--- src/rtl/pjm_pkg.sv ---
package pjm_pkg;

   // Widest period counter supported by the ratio helper.
   localparam int unsigned PJM_MAX_W = 32;

   // 1.5 x prev computed as prev + prev/2, with headroom so it cannot overflow.
   function automatic logic [PJM_MAX_W:0] ratio_limit(input logic [PJM_MAX_W-1:0] prev);
      logic [PJM_MAX_W:0] ext;
      ext = {1'b0, prev};
      return ext + (ext >> 1);
   endfunction

endpackage

--- src/rtl/pjm_period_cnt.sv ---
module pjm_period_cnt #(
   parameter int unsigned CNT_W = 16
) (
   input  logic             clk,
   input  logic             rst_n,
   input  logic             start,
   output logic [CNT_W-1:0] cnt,
   output logic             sat
);
   localparam logic [CNT_W-1:0] CNT_MAX = {CNT_W{1'b1}};
   localparam logic [CNT_W-1:0] CNT_ONE = CNT_W'(1);

   always_ff @(posedge clk) begin
      if (!rst_n)               cnt <= '0;
      else if (start)           cnt <= CNT_ONE;
      else if (cnt != CNT_MAX)  cnt <= cnt + CNT_ONE;
   end

   assign sat = (cnt == CNT_MAX);

   AST_SAT_HOLD: assert property (@(posedge clk) disable iff (!rst_n)
      (sat && !start) |=> sat);
   AST_START_RELOAD: assert property (@(posedge clk) disable iff (!rst_n)
      start |=> (cnt == CNT_ONE));

endmodule

--- src/rtl/pjm_jump_cmp.sv ---
module pjm_jump_cmp
   import pjm_pkg::*;
#(
   parameter int unsigned CNT_W = 16
) (
   input  logic [CNT_W-1:0] cur,
   input  logic             cur_sat,
   input  logic [CNT_W-1:0] prev,
   input  logic             have_prev,
   output logic             jump
);
   logic [PJM_MAX_W:0]   limit;
   logic [PJM_MAX_W-1:0] prev_ext;
   logic [PJM_MAX_W:0]   cur_ext;

   always_comb begin
      prev_ext = '0;
      prev_ext[CNT_W-1:0] = prev;
      cur_ext = '0;
      cur_ext[CNT_W-1:0] = cur;
      limit = ratio_limit(prev_ext);
      jump  = have_prev && (cur_sat || (cur_ext > limit));
   end

   always_comb begin
      if (!have_prev) AST_NO_FIRST_JUMP: assert (!jump);
   end

endmodule

--- src/rtl/pjm_recover.sv ---
module pjm_recover #(
   parameter int unsigned CLR_CYCLES = 4
) (
   input  logic clk,
   input  logic rst_n,
   input  logic meas_vld,
   input  logic jump,
   output logic fault
);
   generate
      if (CLR_CYCLES == 1) begin : g_immediate
         always_ff @(posedge clk) begin
            if (!rst_n)        fault <= 1'b0;
            else if (meas_vld) fault <= jump;
         end
      end else begin : g_counted
         localparam int unsigned GW = $clog2(CLR_CYCLES);
         localparam logic [GW-1:0] G_LAST = GW'(CLR_CYCLES - 1);
         logic [GW-1:0] good_cnt;

         always_ff @(posedge clk) begin
            if (!rst_n) begin
               fault    <= 1'b0;
               good_cnt <= '0;
            end else if (meas_vld) begin
               if (jump) begin
                  fault    <= 1'b1;
                  good_cnt <= '0;
               end else if (fault) begin
                  if (good_cnt == G_LAST) begin
                     fault    <= 1'b0;
                     good_cnt <= '0;
                  end else begin
                     good_cnt <= good_cnt + GW'(1);
                  end
               end
            end
         end

         AST_GOOD_RANGE: assert property (@(posedge clk) disable iff (!rst_n)
            good_cnt <= G_LAST);
         AST_BAD_RESTARTS: assert property (@(posedge clk) disable iff (!rst_n)
            (meas_vld && jump) |=> (good_cnt == '0));
      end
   endgenerate

   AST_JUMP_SETS: assert property (@(posedge clk) disable iff (!rst_n)
      (meas_vld && jump) |=> fault);
   AST_FAULT_STABLE: assert property (@(posedge clk) disable iff (!rst_n)
      !meas_vld |=> $stable(fault));

endmodule

--- src/rtl/period_jump_monitor.sv ---
module period_jump_monitor #(
   parameter int unsigned CNT_W      = 16,
   parameter int unsigned CLR_CYCLES = 4
) (
   input  logic             clk,
   input  logic             rst_n,
   input  logic             cyc_start,
   output logic             drv_inhibit,
   output logic [CNT_W-1:0] period_cyc
);
   generate
      if (CNT_W < 4 || CNT_W > pjm_pkg::PJM_MAX_W) begin : g_bad_w
         $error("period_jump_monitor: CNT_W out of range");
      end
      if (CLR_CYCLES < 1) begin : g_bad_clr
         $error("period_jump_monitor: CLR_CYCLES must be at least 1");
      end
   endgenerate

   logic             armed;
   logic             have_prev;
   logic             meas_vld;
   logic             jump;
   logic             cnt_sat;
   logic [CNT_W-1:0] cnt;

   assign meas_vld = cyc_start && armed;

   pjm_period_cnt #(.CNT_W(CNT_W)) u_cnt (
      .clk   (clk),
      .rst_n (rst_n),
      .start (cyc_start),
      .cnt   (cnt),
      .sat   (cnt_sat)
   );

   pjm_jump_cmp #(.CNT_W(CNT_W)) u_cmp (
      .cur       (cnt),
      .cur_sat   (cnt_sat),
      .prev      (period_cyc),
      .have_prev (have_prev),
      .jump      (jump)
   );

   pjm_recover #(.CLR_CYCLES(CLR_CYCLES)) u_rec (
      .clk      (clk),
      .rst_n    (rst_n),
      .meas_vld (meas_vld),
      .jump     (jump),
      .fault    (drv_inhibit)
   );

   always_ff @(posedge clk) begin
      if (!rst_n) begin
         armed      <= 1'b0;
         have_prev  <= 1'b0;
         period_cyc <= '0;
      end else begin
         if (cyc_start) armed <= 1'b1;
         if (meas_vld) begin
            have_prev  <= 1'b1;
            period_cyc <= cnt;
         end
      end
   end

   AST_FIRST_CLEAN: assert property (@(posedge clk) disable iff (!rst_n)
      (meas_vld && !have_prev) |=> !drv_inhibit);
   AST_PERIOD_NONZERO: assert property (@(posedge clk) disable iff (!rst_n)
      meas_vld |=> (period_cyc != '0));

endmodule

--- config.mk ---
export PLATFORM = sky130hd
export DESIGN_NAME = period_jump_monitor
export DESIGN_NICKNAME = d
export VERILOG_FILES = /design/src/rtl/pjm_pkg.sv /design/src/rtl/pjm_period_cnt.sv /design/src/rtl/pjm_jump_cmp.sv /design/src/rtl/pjm_recover.sv /design/src/rtl/period_jump_monitor.sv
export SDC_FILE = /design/constraint.sdc
export NUM_CORES = 1
export LEC_CHECK = 0
export ABC_AREA = 1
export BUFFER_PORTS_ARGS = -buffer_cell sky130_fd_sc_hd__buf_2
export CORE_ASPECT_RATIO = 0.8
export CORE_MARGIN = 2
export CORE_UTILIZATION = 50
export DETAILED_ROUTE_END_ITERATION = 6
export PLACE_DENSITY = 0.76
export SYNTH_ARGS = -nofsm -noshare
export SYNTH_HDL_FRONTEND = slang
export SYNTH_SLANG_ARGS = --single-unit
--- constraint.sdc ---
create_clock -name clk -period 8.8 [get_ports clk]
set_input_delay 0.44 -clock clk [delete_from_list [all_inputs] [get_ports clk]]
set_output_delay 0.44 -clock clk [all_outputs]
set_load 0.05 [all_outputs]
; ---- Word level (Yosys, flattened, before mapping)
; Cells that the tools add are included.
[word_totals]
ff_bits = 37
latch_bits = 0
ramBits = 0
mem_bits_ro = 0
in_bits = 3
out_inout_bits = 17
elab_cells = 30
mem_count = 0
[classes]
n_addsub = 3
multipliers = 0
div = 0
n_lt_le_gt_ge = 1
eq_ne = 3
n_shift = 0
muxes = 8
n_bitwise = 1
n_reduce_logical = 7
[op_table]
columns = cell, count
row1 = $add A16 B15 Y17, 1
row2 = $gt A16 B17 Y1, 1
row3 = $add A16 B1 Y16 const B, 1
row4 = $eq A16 B16 Y1 const B, 1
row5 = $ne A16 B16 Y1 const B, 1
row6 = $mux W2, 3
row7 = $mux W1, 5
row8 = $reduce_bool A2 Y1, 2
row9 = $add A2 B1 Y2 const B, 1
row10 = $eq A2 B2 Y1 const B, 1
row11 = $logic_and A1 B1 Y1, 2
row12 = $reduce_and A2 Y1, 1
row13 = $reduce_or A2 Y1, 1
row14 = $logic_or A1 B1 Y1, 1
row15 = $not A1 Y1, 1

; ---- Longest topological paths before layout
[logic_depth]
depth_word = 6
mapped_depth = 28
depth_no_buf = 28

; ---- By module
; Synthesis repeated with hierarchy kept, for this count alone.
[hier_totals]
cells_unflattened = 458
hier_area_um2 = 2977.9
[modules_own_cells]
columns = mod, n_inst, cells_per_inst, area_per_inst_um2, seq_area_each_um2
row1 = pjm_jump_cmp, 1, 180, 1159.9, 0.0
row2 = pjm_period_cnt, 1, 143, 927.1, 320.3
row3 = period_jump_monitor, 1, 110, 732.0, 360.3
row4 = pjm_recover, 1, 25, 158.9, 60.1

; ---- Worst setup path before layout
; No wires, ideal clock.
[synth_path]
path_kind = register to register
start = register period_cyc[2]
end = register u_rec.g_counted.good_cnt[0]
setup_time_ns = 0.113
t_arrival_ns = 3.224
t_required_ns = 8.687
slack_ns = 5.463
path_stages_with_launch = 29
n_path_buf = 0
period_less_slack_ns = 3.337
path_cell_list = dfxtp_1 -> ha_1 -> nand2_1 -> nand2_1 -> nand3_1 -> nand2_1 -> a21oi_1 -> o21ai_2 -> a21boi_1 -> o21ai_2 -> xnor2_1 -> ha_1 -> nand2_1 -> inv_1 -> nand2_1 -> nor2_1 -> a21oi_1 -> nand2_1 -> nand2_1 -> nand2_1 -> nand2_1 -> nand2_1 -> nand2_1 -> nand2_1 -> nand2_1 -> nand2_1 -> nand2_1 -> nor2_1 -> nor2_1
[synth_via]
elab_chain_len = 6
elab_cells_between_ends = 7
cone_classes = add/sub: 1 / order compare: 1 / mux: 1 / reduce/logical: 4
[synth_rtl]
columns = element, line
row1 = start: declaration, period_jump_monitor.sv:9  ; output logic [CNT_W-1:0] period_cyc
row2 = start signal: assignment, period_jump_monitor.sv:62  ; period_cyc <= cnt;
row3 = $add A16 B15 Y17 *, pjm_pkg.sv:10  ; return ext + (ext >> 1);
row4 = $gt A16 B17 Y1 *, pjm_jump_cmp.sv:22  ; jump = have_prev && (cur_sat || (cur_ext > limit));
row5 = $logic_or A1 B1 Y1 *, pjm_jump_cmp.sv:22
row6 = $logic_and A1 B1 Y1 *, pjm_jump_cmp.sv:22
row7 = $reduce_bool A2 Y1 (no line), -
row8 = $reduce_and A2 Y1 (no line), -
row9 = end signal: assignment, pjm_recover.sv:34  ; good_cnt <= good_cnt + GW'(1);
row10 = end: declaration, pjm_recover.sv:19  ; logic [GW-1:0] good_cnt;
; Every way passes the cells marked *; elsewhere a longest branch is shown, timed or not.
; A chain may end at the register's enable or synchronous reset.

; ---- Worst setup path after layout
; Ends and elaborated chain as after synthesis.

==> flow_summary.yaml <==
clock_tree:
  htree_levels: 2
  clk_latency_ns: 0.30
  cts_hold_buf: 0
  numCtsBuffers: 5
  cts_setup_buffers: 0
  cts_root_buf: "clkbuf_8"
  cts_tree: "yes"
  clk_path_buf_depth: 2
  clkTransAtPathRegs_ns: 0.09
  cts_sinks: 37
  cts_resized: 0
yosys:
  ys_types: 33
  syn_nets: 417
  syn-instance-count: 379
  netlist_area_um2: 2674
  yosys_warnings: 0
  synth_area_per_cell_um2: 7.055
  ys_seq_area_frac: 0.2770
  ys_ff_latch: 37
finish:
  antenna_cells: 0
  fillers: 462
  final_common_cell: "nand2_1"
  final_area_um2: 2903
  area_growth_pct: 8.563
  fin_nets: 436
  finish.utilization: 0.5699
  layout_common_cells: "nand2_1 (72), inv_1 (50), a21oi_1 (39)"
  drive_above_1_share: 0.1078
critical_path:
  critPathLaunchType: "flop"
  crit_type: "flop to flop"
  regToRegSetupSlack_ns: 5.39
  reg2reg_from: "period_cyc[2]"
  crit_required_ns: 9.00
  critPathSlowestCell: "dfxtp_1"
  path_common_cell: "nand2_1"
  r2r-end: "u_rec.g_counted.good_cnt[0]"
  critPathMaxFanout: 5
  worstSetupEndpointType: "flop"
  startpoint: "period_cyc[2]"
  crit_end: "u_rec.g_counted.good_cnt[0]"
  reg2regPathDepth: 28
  cpPeakStageDelay_ns: 0.44
  crit_arrival_ns: 3.61
floorplanning:
  ioPinCount: 20
  core-area_um2: 5094
  dieHeight_um: 69.41
  fp.dieW_um: 85.76
  initial_core_util: 0.5249
  die-area_um2: 5952
  num_rows: 23
grt:
  grt-ovfl-total: 0
  grt_usage: 0.2112
  grt_max_degree: 30
  first_global_vias: 2210
  grt_pass1_wl_um: 10120
  grt_antenna_before_repair: 0
routing:
  post_drt_wl_per_cell_um: 12.86
  drtIter0Drc: 140
  drt_pass1_iterations: 6
  routed_wl_um: 5928
  vias_per_cell: 5.265
  vias: 2427
  antenna_left: 0
  drcViolationCount: 0
sta:
  fmax_mhz: 293.4
  rsz0062_at_grt: "no"
  finClkSkew_ns: 0.008452
  finalWorstSetupSlack_ns: 5.392
  period_needed_ns: 3.408
  min_period_over_period: 0.3873
  hold_slack_ns: 0.3959
  worst_pin_slew_ns: 0.8062
  finalHoldViolations: 0
  slew_headroom: 0.4620
  slew_viol_final: 0
  fin_tns_setup_ns: 0
  finalSetupViolCount: 0
run_status:
  status: "complete, no violations"
place:
  post-place-ws_ns: 5.403
  post_dp_cell_area_um2: 2815
  place.gp.congestion: 0.8758
  io_buffers: 19
  hpwl_um: 4594
worst_hold_path:
  holdCritPathClass: "input port to flop"
pwr:
  ir_worst_vdd_uv: 89.11
  p_per_area_nw_per_um2: 133.8
  p_leak_uw: 0.001491
flow_run:
  maxCapViolCount: 0
[cell usage after synthesis]
cell type / instances / area share
a21boi_1: 1 / 0.0028
a21o_1: 3 / 0.0084
a21oi_1: 39 / 0.073
a21oi_2: 1 / 0.0033
a31oi_1: 3 / 0.0070
buf_2: 1 / 0.0019
buf_4: 1 / 0.0028
clkbuf_1: 5 / 0.0070
dfxtp_1: 37 / 0.28
fa_1: 1 / 0.0075
ha_1: 34 / 0.16
inv_1: 50 / 0.070
inv_2: 4 / 0.0056
nand2_1: 72 / 0.10
nand2_2: 3 / 0.0070
nand2_4: 2 / 0.0084
nand3_1: 19 / 0.036
nand3b_1: 1 / 0.0028
nand4_1: 1 / 0.0023
nor2_1: 33 / 0.046
nor2_4: 1 / 0.0042
nor3_1: 8 / 0.015
nor3_2: 3 / 0.011
nor4_1: 1 / 0.0023
nor4_2: 1 / 0.0047
o21a_1: 1 / 0.0028
o21ai_0: 28 / 0.052
o21ai_1: 2 / 0.0037
o21ai_2: 2 / 0.0066
o21bai_1: 1 / 0.0028
o31ai_1: 1 / 0.0028
xnor2_1: 8 / 0.026
xor2_1: 11 / 0.036
[how the worst min path moves through the flow]
stage	endpoint	cells past startpoint	slack [ns]	from
after global routing	u_cnt.cnt[0]	2	0.41	cyc_start
after global placement	armed	2	0.45	armed
final	u_cnt.cnt[0]	2	0.40	cyc_start
after CTS	u_cnt.cnt[0]	2	0.40	cyc_start
after detailed placement	armed	2	0.47	armed
after floorplan	armed	2	0.44	armed
[routing by layer]
layer  share of wire  vias up  track usage
li1                -     1275            -
met1            0.52     1081       0.3099
met2            0.42       61       0.3090
met3           0.047       10      0.04167
met4           0.017        0      0.06702
met5               0        -            0
[cell families (layout without fill, tap and decap cells)]
logic type	after synthesis	in the layout	synth area share
compound gates	82	82	0.1657
fa+ha+maj	35	35	0.1666
simple gates	145	145	0.2410
flops	37	37	0.2770
xor+xnor	19	19	0.06224
buf+inv	61	81	0.08750
[cell type report]
| cell class | count | area, um2 | share of cell area |
|---|---|---|---|
| clock buffer | 6 | 72.57 | 0.02500 |
| clock inverter | 2 | 15.01 | 0.005172 |
| inverter | 54 | 202.7 | 0.06983 |
| multi-input combinational | 281 | 1699 | 0.5853 |
| sequential | 37 | 740.7 | 0.2552 |
| tap | 62 | 77.57 | 0.02672 |
| timing repair buffer | 19 | 95.09 | 0.03276 |
[critical path: cells and delay by family (launching register included)]
family | cells | cell delay [ns]
AND/OR/NAND/NOR | 19 | 1.27
adder cells (fa/ha/maj) | 2 | 0.60
flip-flops | 1 | 0.44
AO/OA/AOI/OAI | 5 | 0.80
buffers and inverters | 1 | 0.06
XOR/XNOR | 1 | 0.13
[power by group]
part	leakage (uW)	internal, uW	switching, uW
clock	0.0000374	55.9	68.8
sequential	0.000301	173	6.21
combinational	0.00115	27.4	57.3
[flip-flops by register name, indices dropped and copies added (netlist names)]
name,count
have_prev,1
u_rec.g_counted.good_cnt,2
period_cyc,16
armed,1
u_rec.fault,1
u_cnt.cnt,16
[through the flow]
step / total power (uW) / cells
after floorplan: 248.7 / 379
after global placement: 265.3 / 453
after detailed placement: 266.8 / 453
after CTS: 391.0 / 461
after global routing: 408.1 / 461
final: 388.5 / 461
Note: power is estimated with default switching activity, not from simulation.
